===== config.mk =====
export PLATFORM = sky130hd
export DESIGN_NAME = sg_remap
export DESIGN_NICKNAME = d
export VERILOG_FILES = /design/src/rtl/sg_pkg.sv /design/src/rtl/sg_xlate.sv /design/src/rtl/sg_wcount.sv /design/src/rtl/sg_ptrs.sv /design/src/rtl/sg_ctrl.sv /design/src/rtl/sg_remap.sv
export SDC_FILE = /design/constraint.sdc
export NUM_CORES = 1
export LEC_CHECK = 0
export ABC_AREA = 0
export CAP_MARGIN = 20
export CORE_ASPECT_RATIO = 1.1
export CORE_MARGIN = 1
export CORE_UTILIZATION = 49
export CTS_BUF_LIST = sky130_fd_sc_hd__clkbuf_8
export DETAILED_ROUTE_END_ITERATION = 8
export PLACE_DENSITY = 0.82
export RECOVER_POWER = 50
export SLEW_MARGIN = 20
export SYNTH_ARGS = -nofsm -noshare
export SYNTH_HDL_FRONTEND = slang
export SYNTH_SLANG_ARGS = --single-unit
export TNS_END_PERCENT = 50

===== constraint.sdc =====
create_clock -name clk -period 3.65 [get_ports clk]
set_input_delay 0.73 -clock clk [delete_from_list [all_inputs] [get_ports clk]]
set_output_delay 0.73 -clock clk [all_outputs]
set_load 0.02 [all_outputs]

===== src/rtl/sg_pkg.sv =====
package sg_pkg;
    typedef enum logic [0:0] {
        ST_SERVE = 1'b0,
        ST_MOVE  = 1'b1
    } sg_state_e;
endpackage


===== src/rtl/sg_xlate.sv =====
module sg_xlate #(
    parameter int ROWS   = 16,
    parameter int LROW_W = $clog2(ROWS),
    parameter int PROW_W = $clog2(ROWS + 1)
) (
    input  logic [LROW_W-1:0] lrow,
    input  logic [LROW_W-1:0] start,
    input  logic [PROW_W-1:0] gap,
    output logic [PROW_W-1:0] prow
);
    localparam int SUM_W = PROW_W + 1;
    localparam logic [SUM_W-1:0] ROWS_S = SUM_W'(ROWS);

    logic [SUM_W-1:0]  sum;
    logic [SUM_W-1:0]  wrapped;
    logic [PROW_W-1:0] rot;

    always_comb begin
        sum     = SUM_W'(lrow) + SUM_W'(start);
        wrapped = (sum >= ROWS_S) ? (sum - ROWS_S) : sum;
        rot     = wrapped[PROW_W-1:0];
        prow    = (rot >= gap) ? (rot + PROW_W'(1)) : rot;
    end
endmodule


===== src/rtl/sg_wcount.sv =====
module sg_wcount #(
    parameter int GAP_INTERVAL = 128,
    parameter int CNT_W        = (GAP_INTERVAL > 2) ? $clog2(GAP_INTERVAL) : 1
) (
    input  logic clk,
    input  logic rst_n,
    input  logic wr_acc,
    output logic trig
);
    localparam logic [CNT_W-1:0] LAST = CNT_W'(GAP_INTERVAL - 1);

    logic [CNT_W-1:0] cnt_q;

    assign trig = wr_acc && (cnt_q == LAST);

    always_ff @(posedge clk) begin
        if (!rst_n) begin
            cnt_q <= '0;
        end else if (wr_acc) begin
            cnt_q <= trig ? '0 : (cnt_q + CNT_W'(1));
        end
    end
endmodule


===== src/rtl/sg_ptrs.sv =====
module sg_ptrs #(
    parameter int ROWS   = 16,
    parameter int LROW_W = $clog2(ROWS),
    parameter int PROW_W = $clog2(ROWS + 1)
) (
    input  logic              clk,
    input  logic              rst_n,
    input  logic              move,
    output logic [LROW_W-1:0] start_q,
    output logic [PROW_W-1:0] gap_q,
    output logic [PROW_W-1:0] src,
    output logic [PROW_W-1:0] dst
);
    localparam logic [PROW_W-1:0] TOP_ROW    = PROW_W'(ROWS);
    localparam logic [LROW_W-1:0] LAST_START = LROW_W'(ROWS - 1);

    logic at_bottom;

    assign at_bottom = (gap_q == '0);

    always_comb begin
        if (at_bottom) begin
            src = TOP_ROW;
            dst = '0;
        end else begin
            src = gap_q - PROW_W'(1);
            dst = gap_q;
        end
    end

    always_ff @(posedge clk) begin
        if (!rst_n) begin
            start_q <= '0;
            gap_q   <= TOP_ROW;
        end else if (move) begin
            if (at_bottom) begin
                gap_q   <= TOP_ROW;
                start_q <= (start_q == LAST_START) ? '0 : (start_q + LROW_W'(1));
            end else begin
                gap_q <= gap_q - PROW_W'(1);
            end
        end
    end
endmodule


===== src/rtl/sg_ctrl.sv =====
module sg_ctrl
    import sg_pkg::*;
(
    input  logic clk,
    input  logic rst_n,
    input  logic trig,
    input  logic copy_done,
    output logic req_ready,
    output logic copy_valid,
    output logic move
);
    sg_state_e state_q;
    sg_state_e state_d;

    always_ff @(posedge clk) begin
        if (!rst_n) state_q <= ST_SERVE;
        else        state_q <= state_d;
    end

    always_comb begin
        state_d = state_q;
        unique case (state_q)
            ST_SERVE: if (trig)      state_d = ST_MOVE;
            ST_MOVE:  if (copy_done) state_d = ST_SERVE;
            default:                 state_d = ST_SERVE;
        endcase
    end

    always_comb begin
        req_ready  = 1'b0;
        copy_valid = 1'b0;
        move       = 1'b0;
        unique case (state_q)
            ST_SERVE: req_ready = 1'b1;
            ST_MOVE: begin
                copy_valid = 1'b1;
                move       = copy_done;
            end
            default: req_ready = 1'b0;
        endcase
    end
endmodule


===== src/rtl/sg_remap.sv =====
module sg_remap #(
    parameter int ROWS         = 16,
    parameter int GAP_INTERVAL = 128,
    parameter int OFS_W        = 12,
    parameter int LROW_W       = $clog2(ROWS),
    parameter int PROW_W       = $clog2(ROWS + 1)
) (
    input  logic              clk,
    input  logic              rst_n,
    input  logic              req_valid,
    output logic              req_ready,
    input  logic              req_write,
    input  logic [LROW_W-1:0] req_row,
    input  logic [OFS_W-1:0]  req_ofs,
    output logic              out_valid,
    output logic              out_write,
    output logic [PROW_W-1:0] out_row,
    output logic [OFS_W-1:0]  out_ofs,
    output logic              copy_valid,
    output logic [PROW_W-1:0] copy_src,
    output logic [PROW_W-1:0] copy_dst,
    input  logic              copy_done
);
    logic              acc;
    logic              wr_acc;
    logic              trig;
    logic              move;
    logic [LROW_W-1:0] start_q;
    logic [PROW_W-1:0] gap_q;
    logic [PROW_W-1:0] prow;

    assign acc    = req_valid && req_ready;
    assign wr_acc = acc && req_write;

    sg_ctrl u_ctrl (
        .clk        (clk),
        .rst_n      (rst_n),
        .trig       (trig),
        .copy_done  (copy_done),
        .req_ready  (req_ready),
        .copy_valid (copy_valid),
        .move       (move)
    );

    sg_wcount #(.GAP_INTERVAL(GAP_INTERVAL)) u_wcount (
        .clk    (clk),
        .rst_n  (rst_n),
        .wr_acc (wr_acc),
        .trig   (trig)
    );

    sg_ptrs #(.ROWS(ROWS), .LROW_W(LROW_W), .PROW_W(PROW_W)) u_ptrs (
        .clk     (clk),
        .rst_n   (rst_n),
        .move    (move),
        .start_q (start_q),
        .gap_q   (gap_q),
        .src     (copy_src),
        .dst     (copy_dst)
    );

    sg_xlate #(.ROWS(ROWS), .LROW_W(LROW_W), .PROW_W(PROW_W)) u_xlate (
        .lrow  (req_row),
        .start (start_q),
        .gap   (gap_q),
        .prow  (prow)
    );

    always_ff @(posedge clk) begin
        if (!rst_n) begin
            out_valid <= 1'b0;
            out_write <= 1'b0;
            out_row   <= '0;
            out_ofs   <= '0;
        end else begin
            out_valid <= acc;
            if (acc) begin
                out_write <= req_write;
                out_row   <= prow;
                out_ofs   <= req_ofs;
            end
        end
    end
endmodule


### Yosys cells after proc, flatten, opt, wreduce, memory -nomap -nowiden

Cells that the tools add are included.

| storage, ports and cells | value |
|---|---|
| register bits after elaboration | 36 |
| latch bits | 0 |
| RAM bits | 0 |
| memory bits (read-only) | 0 |
| input port bits | 21 |
| output and inout bits | 31 |
| word-level logic and storage cells | 36 |
| memories kept | 0 |

| operators by class | value |
|---|---|
| add/sub/neg operators | 6 |
| multiply operators | 0 |
| divide/modulo/power cells | 0 |
| $lt $le $gt $ge | 2 |
| equality and inequality tests | 2 |
| shift operators | 0 |
| multiplexer cells | 12 |
| bitwise operators | 1 |
| reductions and logical operators | 5 |

Operators by type and width:

| cell | count |
|---|---|
| 5-bit two-way mux | 4 |
| 7-bit by 1-bit adder with 7-bit output, second input constant | 1 |
| 7-bit equality test, second input constant | 1 |
| 7-bit two-way mux | 1 |
| 6-bit by 5-bit greater-or-equal comparator with 1-bit output, second input constant | 1 |
| 4-bit by 4-bit adder with 5-bit output | 1 |
| 5-bit by 1-bit adder with 5-bit output, second input constant | 1 |
| 5-bit greater-or-equal comparator | 1 |
| 5-bit logical NOT | 1 |
| 1-bit two-way mux | 5 |
| 5-bit by 1-bit subtractor with 5-bit output, second input constant | 1 |
| 5-bit subtractor, second input constant | 1 |
| 4-bit by 1-bit adder with 4-bit output, second input constant | 1 |
| 4-bit equality test, second input constant | 1 |
| 4-bit two-way mux | 1 |
| 1-bit logical AND | 3 |
| 1-bit case mux with 2 select lines | 1 |
| 2-bit AND reduction | 1 |
| 1-bit inverter | 1 |

### Logic depth before layout (Yosys ltp)

| logic depth | value |
|---|---|
| depth in word-level cells | 6 |
| depth in mapped cells | 10 |
| depth with buffers taken out | 10 |

### By module

From an unflattened synthesis, not the netlist that was laid out.

| unflattened totals | value |
|---|---|
| cell total of the unflattened synthesis | 237 |
| area total of the unflattened synthesis | 2,062.0 sq um |

By module, submodules not included:

| module | instances | cells each | area an instance (sq um) | sequential area each (sq um) |
|---|---|---|---|---|
| sg_remap | 1 | 86 | 782.0 | 380.4 |
| sg_ptrs | 1 | 68 | 535.5 | 180.2 |
| sg_xlate | 1 | 45 | 379.1 | 0.0 |
| sg_wcount | 1 | 33 | 324.1 | 140.1 |
| sg_ctrl | 1 | 5 | 41.3 | 20.0 |

### Worst setup path before layout

No wires, ideal clock.

| timing path | value |
|---|---|
| path type | input to register |
| start point | in req_row[0] |
| end point | reg out_row[3] |
| library setup time | 0.118 ns |
| arrival | 2.645 ns |
| required time | 3.532 ns |
| slack | 0.887 ns |
| stages | 10 |
| buffers on the path | 0 |
| path through | ha_1 -> inv_1 -> fa_1 -> xnor2_1 -> ha_1 -> a21o_1 -> a31oi_1 -> o21ai_2 -> a211o_1 -> o2111a_1 |

| on the way | value |
|---|---|
| longest elaborated chain between the ends | 5 |
| elaborated cells between the ends (all ways) | 7 |

RTL lines:

| element | RTL line | text |
|---|---|---|
| start: declaration | sg_remap.sv:13 | `input logic [LROW_W-1:0] req_row,` |
| 4-bit by 4-bit adder with 5-bit output * | sg_xlate.sv:19 | `sum = SUM_W'(lrow) + SUM_W'(start);` |
| 5-bit subtractor or 6-bit by 5-bit greater-or-equal comparator with 1-bit output (tied branches) | sg_xlate.sv:20 | `wrapped = (sum >= ROWS_S) ? (sum - ROWS_S) : sum;` |
| 5-bit two-way mux * | sg_xlate.sv:20 |  |
| 5-bit by 1-bit adder with 5-bit output or 5-bit greater-or-equal comparator (tied branches) | sg_xlate.sv:22 | `prow = (rot >= gap) ? (rot + PROW_W'(1)) : rot;` |
| 5-bit two-way mux * | sg_xlate.sv:22 |  |
| end signal: assignment | sg_remap.sv:79 | `out_row <= prow;` |
| end: declaration | sg_remap.sv:17 | `output logic [PROW_W-1:0] out_row,` |

Every way passes the cells marked *; elsewhere a longest branch is shown, timed or not.
A chain may end at the register's enable or synchronous reset.

### Final worst setup path

Ends and elaborated chain as after synthesis.

==> flow_metrics.env <==
export IMPL_syn_cell_area_um2=1860
export IMPL_die_width_um=60.7
export IMPL_hpwl_mm=2.44
export IMPL_via_per_inst=4.99
export IMPL_slowest_delay_ps=460
export IMPL_synth_seq_area_share_pct=38.8
export IMPL_status="finished clean"
export IMPL_final_setup_skew_ps=2.06
export IMPL_cp_required_ps=3830
export IMPL_via_count=1568
export IMPL_grt_pass1_vias=1405
export IMPL_drc=0
export IMPL_fillers=317
export IMPL_leakage_nw=1.06
export IMPL_critPathBufInv=2
export IMPL_critPathSlowestCell="clkdlybuf4s50_1"
export IMPL_whs_ps=463
export IMPL_overflow=0
export IMPL_min_period_over_period_pct=85.4
export IMPL_final_nets=298
export IMPL_place_inst=306
export IMPL_yosysMostFrequentCell="nand2_1"
export IMPL_gp_congestion=0.828
export IMPL_synthCells=216
export IMPL_r2r_cells=10
export IMPL_cts_inserted_buffers=5
export IMPL_hold_path_class="register to register"
export IMPL_synth_flop_cell="dfxtp_1"
export IMPL_antenna_found_initial=0
export IMPL_yosysTopAreaCellShare_pct=38.8
export IMPL_power_density_nw_per_um2=360
export IMPL_crit_chain="clkdlybuf4s50_1 -> ha_1 -> inv_1 -> fa_1 -> xnor2_1 -> ha_1 -> a21o_1 -> a31oi_1 -> o21ai_2 -> a211o_1 -> o2111a_1"
export IMPL_grt_pass1_wl_mm=6.23
export IMPL_ys_top_cells_by_count="39 x nand2_1, 36 x dfxtp_1, 15 x a21boi_0"
export IMPL_synth_cell_types=41
export IMPL_wirelength_mm=3.53
export IMPL_async_flop_share_pct=0
export IMPL_ctsRootBufferMaster="clkbuf_8"
export IMPL_placementRows=23
export IMPL_dieArea_um2=4040
export IMPL_avgSynthCellArea_um2=8.61
export IMPL_ant_nets=0
export IMPL_syn_to_final_growth_pct=34.6
export IMPL_first_pass_iters=4
export IMPL_final_area_um2=2500
export IMPL_netlist_top_cells_area="dfxtp_1 39%, ha_1 8.7%, nand2_1 7.9%"
export IMPL_cap_viol_max_count=0
export IMPL_end_kind="register"
export IMPL_hold_viol_final=0
export IMPL_instances_no_fill=314
export IMPL_slew_violations=0
export IMPL_io_buffers=51
export IMPL_start_kind="input port"
export IMPL_initial_core_util_pct=51.3
export IMPL_synth_edf_count=0
export IMPL_grt_max_degree=35
export IMPL_yosysWarnings=0
export IMPL_postCtsSetupRepairBufs=0
export IMPL_hold_buffers=0
export IMPL_cp_depth=11
export IMPL_io_pins=52
export IMPL_syn_nets=251
export IMPL_fmax_mhz=321
export IMPL_grt_setup_unrepaired="false"
export IMPL_route_met2_wl_mm=1.64
export IMPL_top_layer="met4"
export IMPL_path_class="input port to register"
export IMPL_diodes=0
export IMPL_die_h_um=66.6
export IMPL_worstPathMaxFanout=7
export IMPL_cts_path_max_buffers=2
export IMPL_worstSkewPairLatency_ps=290
export IMPL_setup_tns_ps=0
export IMPL_vdd_drop_max_v=0.000305
export IMPL_clock_sinks=36
export IMPL_track_usage_pct=21.0
export IMPL_cts_max_level=2
export IMPL_finalSetupViolations=0
export IMPL_cts_tree="built"
export IMPL_relSlewSlack_pct=31.8
export IMPL_worst_slew_pin_slew_ps=1020
export IMPL_synth_top_area_cell="dfxtp_1"
export IMPL_fin_crit_ps=3120
export IMPL_drt_met1_wl_mm=1.64
export IMPL_place_area_um2=2380
export IMPL_holdPathStages=2
export IMPL_post_drt_wl_per_cell_um=11.2
export IMPL_clk_pin_slew_worst_paths_ps=70
export IMPL_ys_ff_latch=36
export IMPL_drt_iter0_drc=48
export IMPL_cp_top_family="compound AO/OA/AOI/OAI gates"
export IMPL_cts_resized=0
export IMPL_wl_met3_um=161
export IMPL_core_area_um2=3630
export IMPL_drive_gt1_share_pct=6.06
export IMPL_cp_common_cell="ha_1"
export IMPL_crit_arrival_ps=3300
[worst min-delay path, stage by stage, from the launching register on]
cell and delay [ps]:
dfxtp_1 310, nand2_1 40, a21boi_0 60
[area by class of cell]
class                   instances  area, um^2  area share, %
multi-input cells             156        1030           41.2
clock buffers                   7        96.3           3.85
flip-flops and latches         36         721           28.8
repair buffers                 52         518           20.7
clock inverters                 1        30.0           1.20
inverters                      12        45.0           1.80
well taps                      50        62.6           2.50
[state kept, by name, indices dropped and copies added (netlist names)]
name / count
u_ptrs.gap_q: 5
out_row: 5
out_ofs: 12
out_write: 1
u_ctrl.state_q: 1
out_valid: 1
u_wcount.cnt_q: 7
u_ptrs.start_q: 4
[where the power goes]
group | internal (mW) | total, mW | switching, mW
Sequential | 0.406 | 0.413 | 0.00673
Combinational | 0.0547 | 0.108 | 0.0531
Clock | 0.241 | 0.380 | 0.139
[routing by layer]
layer  vias to the layer above  global-route usage (%)
met5                         -                       0
met4                         0                    11.6
met1                       707                    25.3
met2                        42                    32.6
met3                         7                    6.41
li1                        812                       -
[cell families (layout without fill, tap and decap cells)]
logic type,count (synthesis),after routing,synth area share [%]
buffers and inverters,24,72,5.99
multiplexers,2,2,1.08
other,1,1,0.202
AO/OA/AOI/OAI,37,37,14.4
adder cells (fa/ha/maj),14,14,9.83
flip-flops,36,36,38.8
XOR/XNOR,13,13,6.12
AND/OR/NAND/NOR,89,89,23.6
[metrics by stage]
stage	total power, mW	utilization (%)	setup WS, ps
CTS	0.918	69.0	533
finish	0.901	69.0	534
floorplan	0.480	-	887
global route	0.948	69.0	385
global placement	0.535	65.5	297
detailed placement	0.535	65.5	227
[cells in the final DEF, fill, tap and decap left out, types with 2 or more instances in the layout]
master,Yosys,routed
nand2_1,39,39
dfxtp_1,36,36
clkdlybuf4s50_1,0,33
dlygate4sd3_1,0,18
a21boi_0,15,16
ha_1,13,13
inv_1,12,12
nor2_1,10,10
xnor2_1,9,9
nand3_1,8,8
and2_1,8,7
clkbuf_8,0,7
a21oi_1,6,6
nor3_1,5,5
nor2b_1,6,5
and3_1,4,4
nand4_1,4,4
xor2_1,4,4
a21o_1,2,2
mux2i_1,2,2
o21ai_0,2,2
[path summary, 6_finish.rpt]
check	start	endpoint	slack (ps)
min reg2reg	out_ofs[11]	out_ofs[11]	460
max	req_row[0]	out_row[3]	530
min	out_ofs[11]	out_ofs[11]	460
max reg2reg	u_ptrs.start_q[0]	out_row[3]	990
Power figures use the tool's default switching activity.
